File: config.mk
export PLATFORM = sky130hd
export DESIGN_NAME = rs_ret_stack
export DESIGN_NICKNAME = d
export VERILOG_FILES = /design/src/rtl/rs_pkg.sv /design/src/rtl/rs_store.sv /design/src/rtl/rs_ctrl.sv /design/src/rtl/rs_ret_stack.sv
export SDC_FILE = /design/constraint.sdc
export NUM_CORES = 1
export LEC_CHECK = 0
export ABC_AREA = 0
export ABC_CLOCK_PERIOD_IN_PS = 2200
export BUFFER_PORTS_ARGS = -buffer_cell sky130_fd_sc_hd__clkbuf_2
export CAP_MARGIN = 20
export CORE_AREA = 4 4 101 103
export CTS_CLUSTER_SIZE = 8
export DETAILED_ROUTE_END_ITERATION = 7
export DIE_AREA = 0 0 105 107
export PLACE_DENSITY_LB_ADDON = 0.3
export SETUP_SLACK_MARGIN = 0.4
export SYNTH_ARGS = -nofsm -noshare
export SYNTH_HDL_FRONTEND = slang
export SYNTH_SLANG_ARGS = --single-unit
File: constraint.sdc
create_clock -name clk -period 2.2 [get_ports clk]
set_input_delay 0.22 -clock clk [delete_from_list [all_inputs] [get_ports clk]]
set_output_delay 0.22 -clock clk [all_outputs]
set_load 0.03 [all_outputs]
File: src/rtl/rs_pkg.sv
package rs_pkg;
  typedef enum logic [1:0] {
    OP_IDLE = 2'd0,
    OP_PUSH = 2'd1,
    OP_POP  = 2'd2
  } rs_op_e;
endpackage

File: src/rtl/rs_store.sv
module rs_store #(
  parameter int W     = 10,
  parameter int DEPTH = 4,
  localparam int AW   = (DEPTH > 1) ? $clog2(DEPTH) : 1
) (
  input  logic          clk,
  input  logic          rst,
  input  logic          we,
  input  logic [AW-1:0] waddr,
  input  logic [W-1:0]  wdata,
  input  logic          re,
  input  logic [AW-1:0] raddr,
  output logic [W-1:0]  rdata
);
  // Array without reset so it can map to distributed or block RAM.
  logic [W-1:0] mem [DEPTH];

  always_ff @(posedge clk) begin
    if (we) mem[waddr] <= wdata;
  end

  always_ff @(posedge clk) begin
    if (rst)     rdata <= '0;
    else if (re) rdata <= mem[raddr];
  end
endmodule

File: src/rtl/rs_ctrl.sv
module rs_ctrl #(
  parameter int DEPTH = 4,
  localparam int AW   = (DEPTH > 1) ? $clog2(DEPTH) : 1,
  localparam int CW   = $clog2(DEPTH + 1)
) (
  input  logic           clk,
  input  logic           rst,
  input  rs_pkg::rs_op_e op,
  output logic [CW-1:0]  count_o,
  output logic [AW-1:0]  wptr_o,
  output logic [AW-1:0]  raddr_o
);
  localparam logic [AW-1:0] LAST = AW'(DEPTH - 1);
  localparam logic [CW-1:0] CMAX = CW'(DEPTH);

  logic [AW-1:0] wptr_q, wptr_inc, wptr_dec;
  logic [CW-1:0] cnt_q;

  assign wptr_inc = (wptr_q == LAST) ? '0 : wptr_q + 1'b1;
  assign wptr_dec = (wptr_q == '0) ? LAST : wptr_q - 1'b1;

  always_ff @(posedge clk) begin
    if (rst) begin
      wptr_q <= '0;
      cnt_q  <= '0;
    end else begin
      unique case (op)
        rs_pkg::OP_PUSH: begin
          wptr_q <= wptr_inc;
          if (cnt_q != CMAX) cnt_q <= cnt_q + 1'b1;
        end
        rs_pkg::OP_POP: begin
          if (cnt_q != '0) begin
            wptr_q <= wptr_dec;
            cnt_q  <= cnt_q - 1'b1;
          end
        end
        default: ;
      endcase
    end
  end

  // On an empty stack the write pointer rests on the last vacated slot.
  assign raddr_o = (cnt_q == '0) ? wptr_q : wptr_dec;
  assign count_o = cnt_q;
  assign wptr_o  = wptr_q;
endmodule

File: src/rtl/rs_ret_stack.sv
module rs_ret_stack #(
  parameter int PC_W  = 10,
  parameter int DEPTH = 4,
  localparam int AW   = (DEPTH > 1) ? $clog2(DEPTH) : 1,
  localparam int CW   = $clog2(DEPTH + 1)
) (
  input  logic            clk,
  input  logic            rst,
  input  logic            push_i,
  input  logic            pop_i,
  input  logic [PC_W-1:0] pc_i,
  output logic [PC_W-1:0] ret_addr_o,
  output logic            full_o
);
  rs_pkg::rs_op_e op;
  logic [CW-1:0]  cnt;
  logic [AW-1:0]  wptr, raddr;

  always_comb begin
    if (push_i)     op = rs_pkg::OP_PUSH;
    else if (pop_i) op = rs_pkg::OP_POP;
    else            op = rs_pkg::OP_IDLE;
  end

  rs_ctrl #(.DEPTH(DEPTH)) u_ctrl (
    .clk(clk), .rst(rst), .op(op),
    .count_o(cnt), .wptr_o(wptr), .raddr_o(raddr)
  );

  rs_store #(.W(PC_W), .DEPTH(DEPTH)) u_store (
    .clk(clk), .rst(rst),
    .we(op == rs_pkg::OP_PUSH), .waddr(wptr), .wdata(pc_i),
    .re(op == rs_pkg::OP_POP), .raddr(raddr), .rdata(ret_addr_o)
  );

  assign full_o = (cnt == CW'(DEPTH));
endmodule

Word level (Yosys, flattened, before mapping)
Memory sizes are Yosys's and may differ from the RTL's. A register that Yosys moved wholly into a read port is not among the register bits.
Cells that the tools add are included.
- add/sub/neg operators: 4
- equal/unequal tests: 7
- muxes and demuxes: 12
- reduce and logical (&&, ||, !) cells: 6
- operators with widths (cell ; count):
    2-bit 2-to-1 mux ; 6
    3-bit 2-to-1 mux ; 2
    3-bit one-hot mux with 2 select lines ; 1
    2-bit == test (second input constant) ; 2
    2-bit inequality test (second input constant) ; 2
    2-bit one-hot mux with 2 select lines ; 1
    3-bit by 1-bit adder with 3-bit output (second input constant) ; 1
    3-bit == test (second input constant) ; 1
    3-bit logical NOT ; 1
    3-bit inequality test (second input constant) ; 1
    3-bit AND reduction ; 1
    3-bit nonzero test ; 1
    3-bit by 1-bit subtractor with 3-bit output (second input constant) ; 1
    2-bit by 1-bit adder with 2-bit output (second input constant) ; 1
    2-bit by 1-bit == test with 1-bit output (second input constant) ; 1
    2-bit logical NOT ; 1
    1-bit 2-to-1 mux ; 2
    2-bit AND reduction ; 1
    2-bit nonzero test ; 1
    2-bit by 1-bit subtractor with 2-bit output (second input constant) ; 1
- bits in registers: 5
- memory bits (writable): 40
- input port bits: 14
- output and inout bits: 11
- logic and storage cells: 32
- memories: 1
- memories (memory ; depth ; width ; read ports ; clocked after Yosys merged registers in ; wr ports ; RTL line ; text):
    u_store.mem ; 4 ; 10 ; 1 ; 1 ; 1 ; rs_store.sv:16 ; logic [W-1:0] mem [DEPTH];

Depth between registers and ports, before layout
- depth after elaboration: 5
- mapped depth: 7
- mapped depth without buffers: 6

Hierarchy
Synthesis repeated with hierarchy kept, for this count alone.
- cells, all modules: 160
- area, all modules: 2342.2 um^2
- modules (own cells, without submodules) (module ; instances ; cells an instance ; area an instance (um^2) ; sequential area each (um^2)):
    rs_store ; 1 ; 102 ; 1863.0 ; 1401.3
    rs_ctrl ; 1 ; 55 ; 456.7 ; 100.1
    rs_ret_stack ; 1 ; 3 ; 22.5 ; 0.0

Worst setup path before layout
No wires, ideal clock.
- path kind: register to register
- start: register u_ctrl.cnt_q[2] (netlist: u_ctrl.count_o[2])
- end: register u_store.rdata[0], read port of u_store.mem
- library setup time: 0.138 ns
- arrival: 1.617 ns
- data required time: 2.062 ns
- slack: 0.444 ns
- stages on the path, launching flop included: 8
- path buffers: 3
- clock period less this slack: 1.756 ns
- cell sequence: dfxtp_1 > buf_6 > or3_4 > buf_6 > mux2i_2 > buf_6 > mux2i_1 > o221ai_2
- longest elaborated chain between the ends: 2
- ends and longest elaborated chain (element ; RTL line ; text):
    start, declared ; rs_ctrl.sv:17 ; logic [CW-1:0] cnt_q;
    start signal, assigned ; rs_ctrl.sv:30 ; if (cnt_q != CMAX) cnt_q <= cnt_q + 1'b1;
    start signal, assigned ; rs_ctrl.sv:35 ; cnt_q <= cnt_q - 1'b1;
    3-bit logical NOT ; rs_ctrl.sv:44 ; assign raddr_o = (cnt_q == '0) ? wptr_q : wptr_dec;
    2-bit 2-to-1 mux ; rs_ctrl.sv:44 ;
    end, declared ; rs_store.sv:13 ; output logic [W-1:0] rdata
No other way between the ends.
A chain may end at the register's enable or synchronous reset.

Final worst setup path
- start: register u_ctrl.cnt_q[2] (netlist: u_ctrl.count_o[2])
- end: register u_store.rdata[1], read port of u_store.mem
The elaborated chain is that of the path after synthesis.

==> results.json <==
{
  "outcome": "finished, final reports clean",
  "cts_tree": "done",
  "fillers": 929,
  "clock_latency_ns": 0.31,
  "n_antenna_cell": 0,
  "nets": 197,
  "num_vias": 1294,
  "start_util_pct": 24.8,
  "rsz0062_at_grt": "true",
  "grt_pass1_vias": 1324,
  "postSynth.asyncResetShare_pct": 0,
  "path_clk_slew_ns": 0.11,
  "finalCriticalPeriod_ns": 1.77,
  "final_core_util_pct": 30.1,
  "crit_family": "multiplexers",
  "fin_tns_setup_ns": 0,
  "finalSetupViolCount": 0,
  "avgSynthCellArea_sq_um": 15.5,
  "critPathKind": "reg2reg",
  "place_ws_ns": 0.352,
  "drive_above_1_share_pct": 36.3,
  "cp_slowest_cell": "or3_4",
  "worstHoldStart": "pc_i[6]",
  "grtUsageTotal_pct": 7.93,
  "overflow": 0,
  "die-area_sq_um": 11200,
  "ys.flop_type": "edfxtp_1",
  "detailedPlacementHpwl_mm": 2.75,
  "wl_mm": 4.46,
  "synth_seq_cells": 55,
  "startpoint_type": "flop",
  "drtIter0Drc": 35,
  "power.density_nw_per_um2": 901,
  "slew_violations": 0,
  "port_buffers": 24,
  "drcViolationCount": 0,
  "area_growth_pct": 21.4,
  "critical_path_peak_fanout": 8,
  "synth_area_sq_um": 2280,
  "tightest_slew_ns": 0.878,
  "dieWidth_um": 105,
  "r2r_start": "u_ctrl.count_o[2]$_SDFFE_PP0P_",
  "synth_warnings": 0,
  "vias_per_cell": 4.46,
  "slew_headroom_pct": 41.4,
  "cts_root_buf": "clkbuf_8",
  "crit_required_ns": 2.39,
  "clock-sinks": 55,
  "drt_pass1_iterations": 4,
  "path_cells": "or3_4 -> mux2i_4 -> buf_12 -> clkbuf_16 -> mux2i_2 -> o221ai_2",
  "clock_path_buffers": 2,
  "grt_pass1_wl_mm": 6.83,
  "hp-class": "in2reg",
  "routedWlPerCell_um": 15.4,
  "hold_violations": 0,
  "rows": 35,
  "cp-end-kind": "flop",
  "antenna_found_initial": 0,
  "setup_slack_ns": 0.430,
  "yosysSeqAreaShare_pct": 65.8,
  "fin_crit_sh_pct": 80.4,
  "ir_drop_uv": 267,
  "core-area_sq_um": 9200,
  "totalPowerFinal_uw": 2490,
  "final.setup_skew_ns": 0.0132,
  "fmax_mhz": 565,
  "ant_nets": 0,
  "globalplace.congestion": 0.755,
  "cts_hold_buf": 0,
  "grt_max_degree": 21,
  "max_stage_delay_ns": 0.43,
  "cts_max_level": 2,
  "crit_path_start": "u_ctrl.count_o[2]$_SDFFE_PP0P_",
  "syn_inst": 147,
  "syn-num-nets": 166,
  "cts_made_buffers": 5,
  "p_leak_uw": 0.000970,
  "die_h_um": 107,
  "ios": 25,
  "path_buf_inv": 2,
  "cp_data_arrival_time_ns": 1.96,
  "cap_violations": 0,
  "synth.distinct_cells": 35,
  "synth_edf_count": 40
}
[Yosys cell counts, types with 2 or more instances]
| master | instances | area share [%] |
|---|---|---|
| buf_6 | 4 | 2.0 |
| mux2i_1 | 21 | 9.2 |
| and2_1 | 4 | 1.1 |
| edfxtp_1 | 40 | 53 |
| a2111oi_0 | 2 | 0.77 |
| a221oi_1 | 2 | 0.77 |
| o221ai_2 | 10 | 6.6 |
| nand2_1 | 13 | 2.1 |
| inv_1 | 4 | 0.66 |
| a31oi_1 | 2 | 0.55 |
| dfxtp_1 | 15 | 13 |
| nand2b_1 | 3 | 0.82 |
| ha_1 | 5 | 2.7 |
[sequential cells by signal, summed over array words and instances (netlist names)]
name / count
u_store.mem: 40
u_ctrl.wptr_o: 2
u_store.rdata: 10
u_ctrl.count_o: 3
[cells by family (layout without fill, tap and decap cells)]
logic type | after synthesis | after routing | share of synthesized area [%]
flip-flops | 55 | 55 | 65.8
AND/OR/NAND/NOR | 28 | 28 | 6.42
AO/OA/AOI/OAI | 23 | 23 | 10.9
multiplexers | 22 | 22 | 9.82
buffers and inverters | 12 | 44 | 3.51
adder cells (fa/ha/maj) | 5 | 5 | 2.74
XOR/XNOR | 2 | 2 | 0.768
[cells in the final DEF, fill, tap and decap left out, types with 2 or more instances in the layout]
cell	count
mux2i_1	14
clkinv_4	2
a2111oi_0	2
a31oi_1	2
clkbuf_16	2
nand2_1	13
and2_1	4
a221oi_1	2
o221ai_2	10
dfxtp_4	3
buf_12	2
clkbuf_2	24
dfxtp_1	11
buf_4	3
edfxtp_1	40
inv_1	4
clkbuf_8	5
mux2i_4	3
nand2b_1	3
ha_1	4
mux2i_2	5
[layout make-up]
cell class / instances / area, sq um / area share, %
Clock buffer: 5 / 68.8 / 2.48
Clock inverter: 3 / 25.0 / 0.903
Inverter: 4 / 15.0 / 0.542
Multi-Input combinational cell: 80 / 764 / 27.6
Sequential cell: 55 / 1510 / 54.7
Tap cell: 111 / 139 / 5.01
Timing Repair Buffer: 32 / 244 / 8.81
[power by group]
group	total, uW	switching (uW)	leakage, uW	internal (uW)
combinational	677	336	0.000432	342
clock	569	341	0.0000443	228
sequential	1250	49.4	0.000493	1200
total	2490	726	0.000970	1770
[routing by layer]
| metal | global-route usage, % | vias to the layer above | share of wire [%] |
|---|---|---|---|
| met5 | 0 | - | 0 |
| met4 | 2.53 | 0 | 1.5 |
| met3 | 2.65 | 9 | 4.3 |
| met2 | 13.1 | 22 | 48 |
| met1 | 9.82 | 635 | 46 |
| li1 | - | 628 | - |
[final timing paths]
kind | slack, ns | to | depth (start not counted)
setup / recovery | 0.43 | u_store.rdata[1]$_SDFFE_PP0N_ | 6
hold / removal | 0.12 | u_store.mem[1][6]$_DFFE_PP_ | 1
setup reg to reg | 0.43 | u_store.rdata[1]$_SDFFE_PP0N_ | 6
hold reg to reg | 0.48 | u_store.rdata[9]$_SDFFE_PP0N_ | 2
[stage by stage]
step / cell area [sq um] / hold slack [ns] / std cells
floorplan: 2280 / 0.289 / 147
global placement: 2520 / 0.443 / 277
detailed placement: 2520 / 0.447 / 277
CTS: 2620 / 0.116 / 285
global route: 2770 / 0.113 / 290
finish: 2770 / 0.118 / 290
[timing repair]
item                                    CTS  global route
endpoints found under the setup margin   10            10
gates resized for setup                   2            15
gates cloned                              0             3
pin swaps                                 0             1
buffers inserted                          0             2
Note: power is estimated with default switching activity, not from simulation.
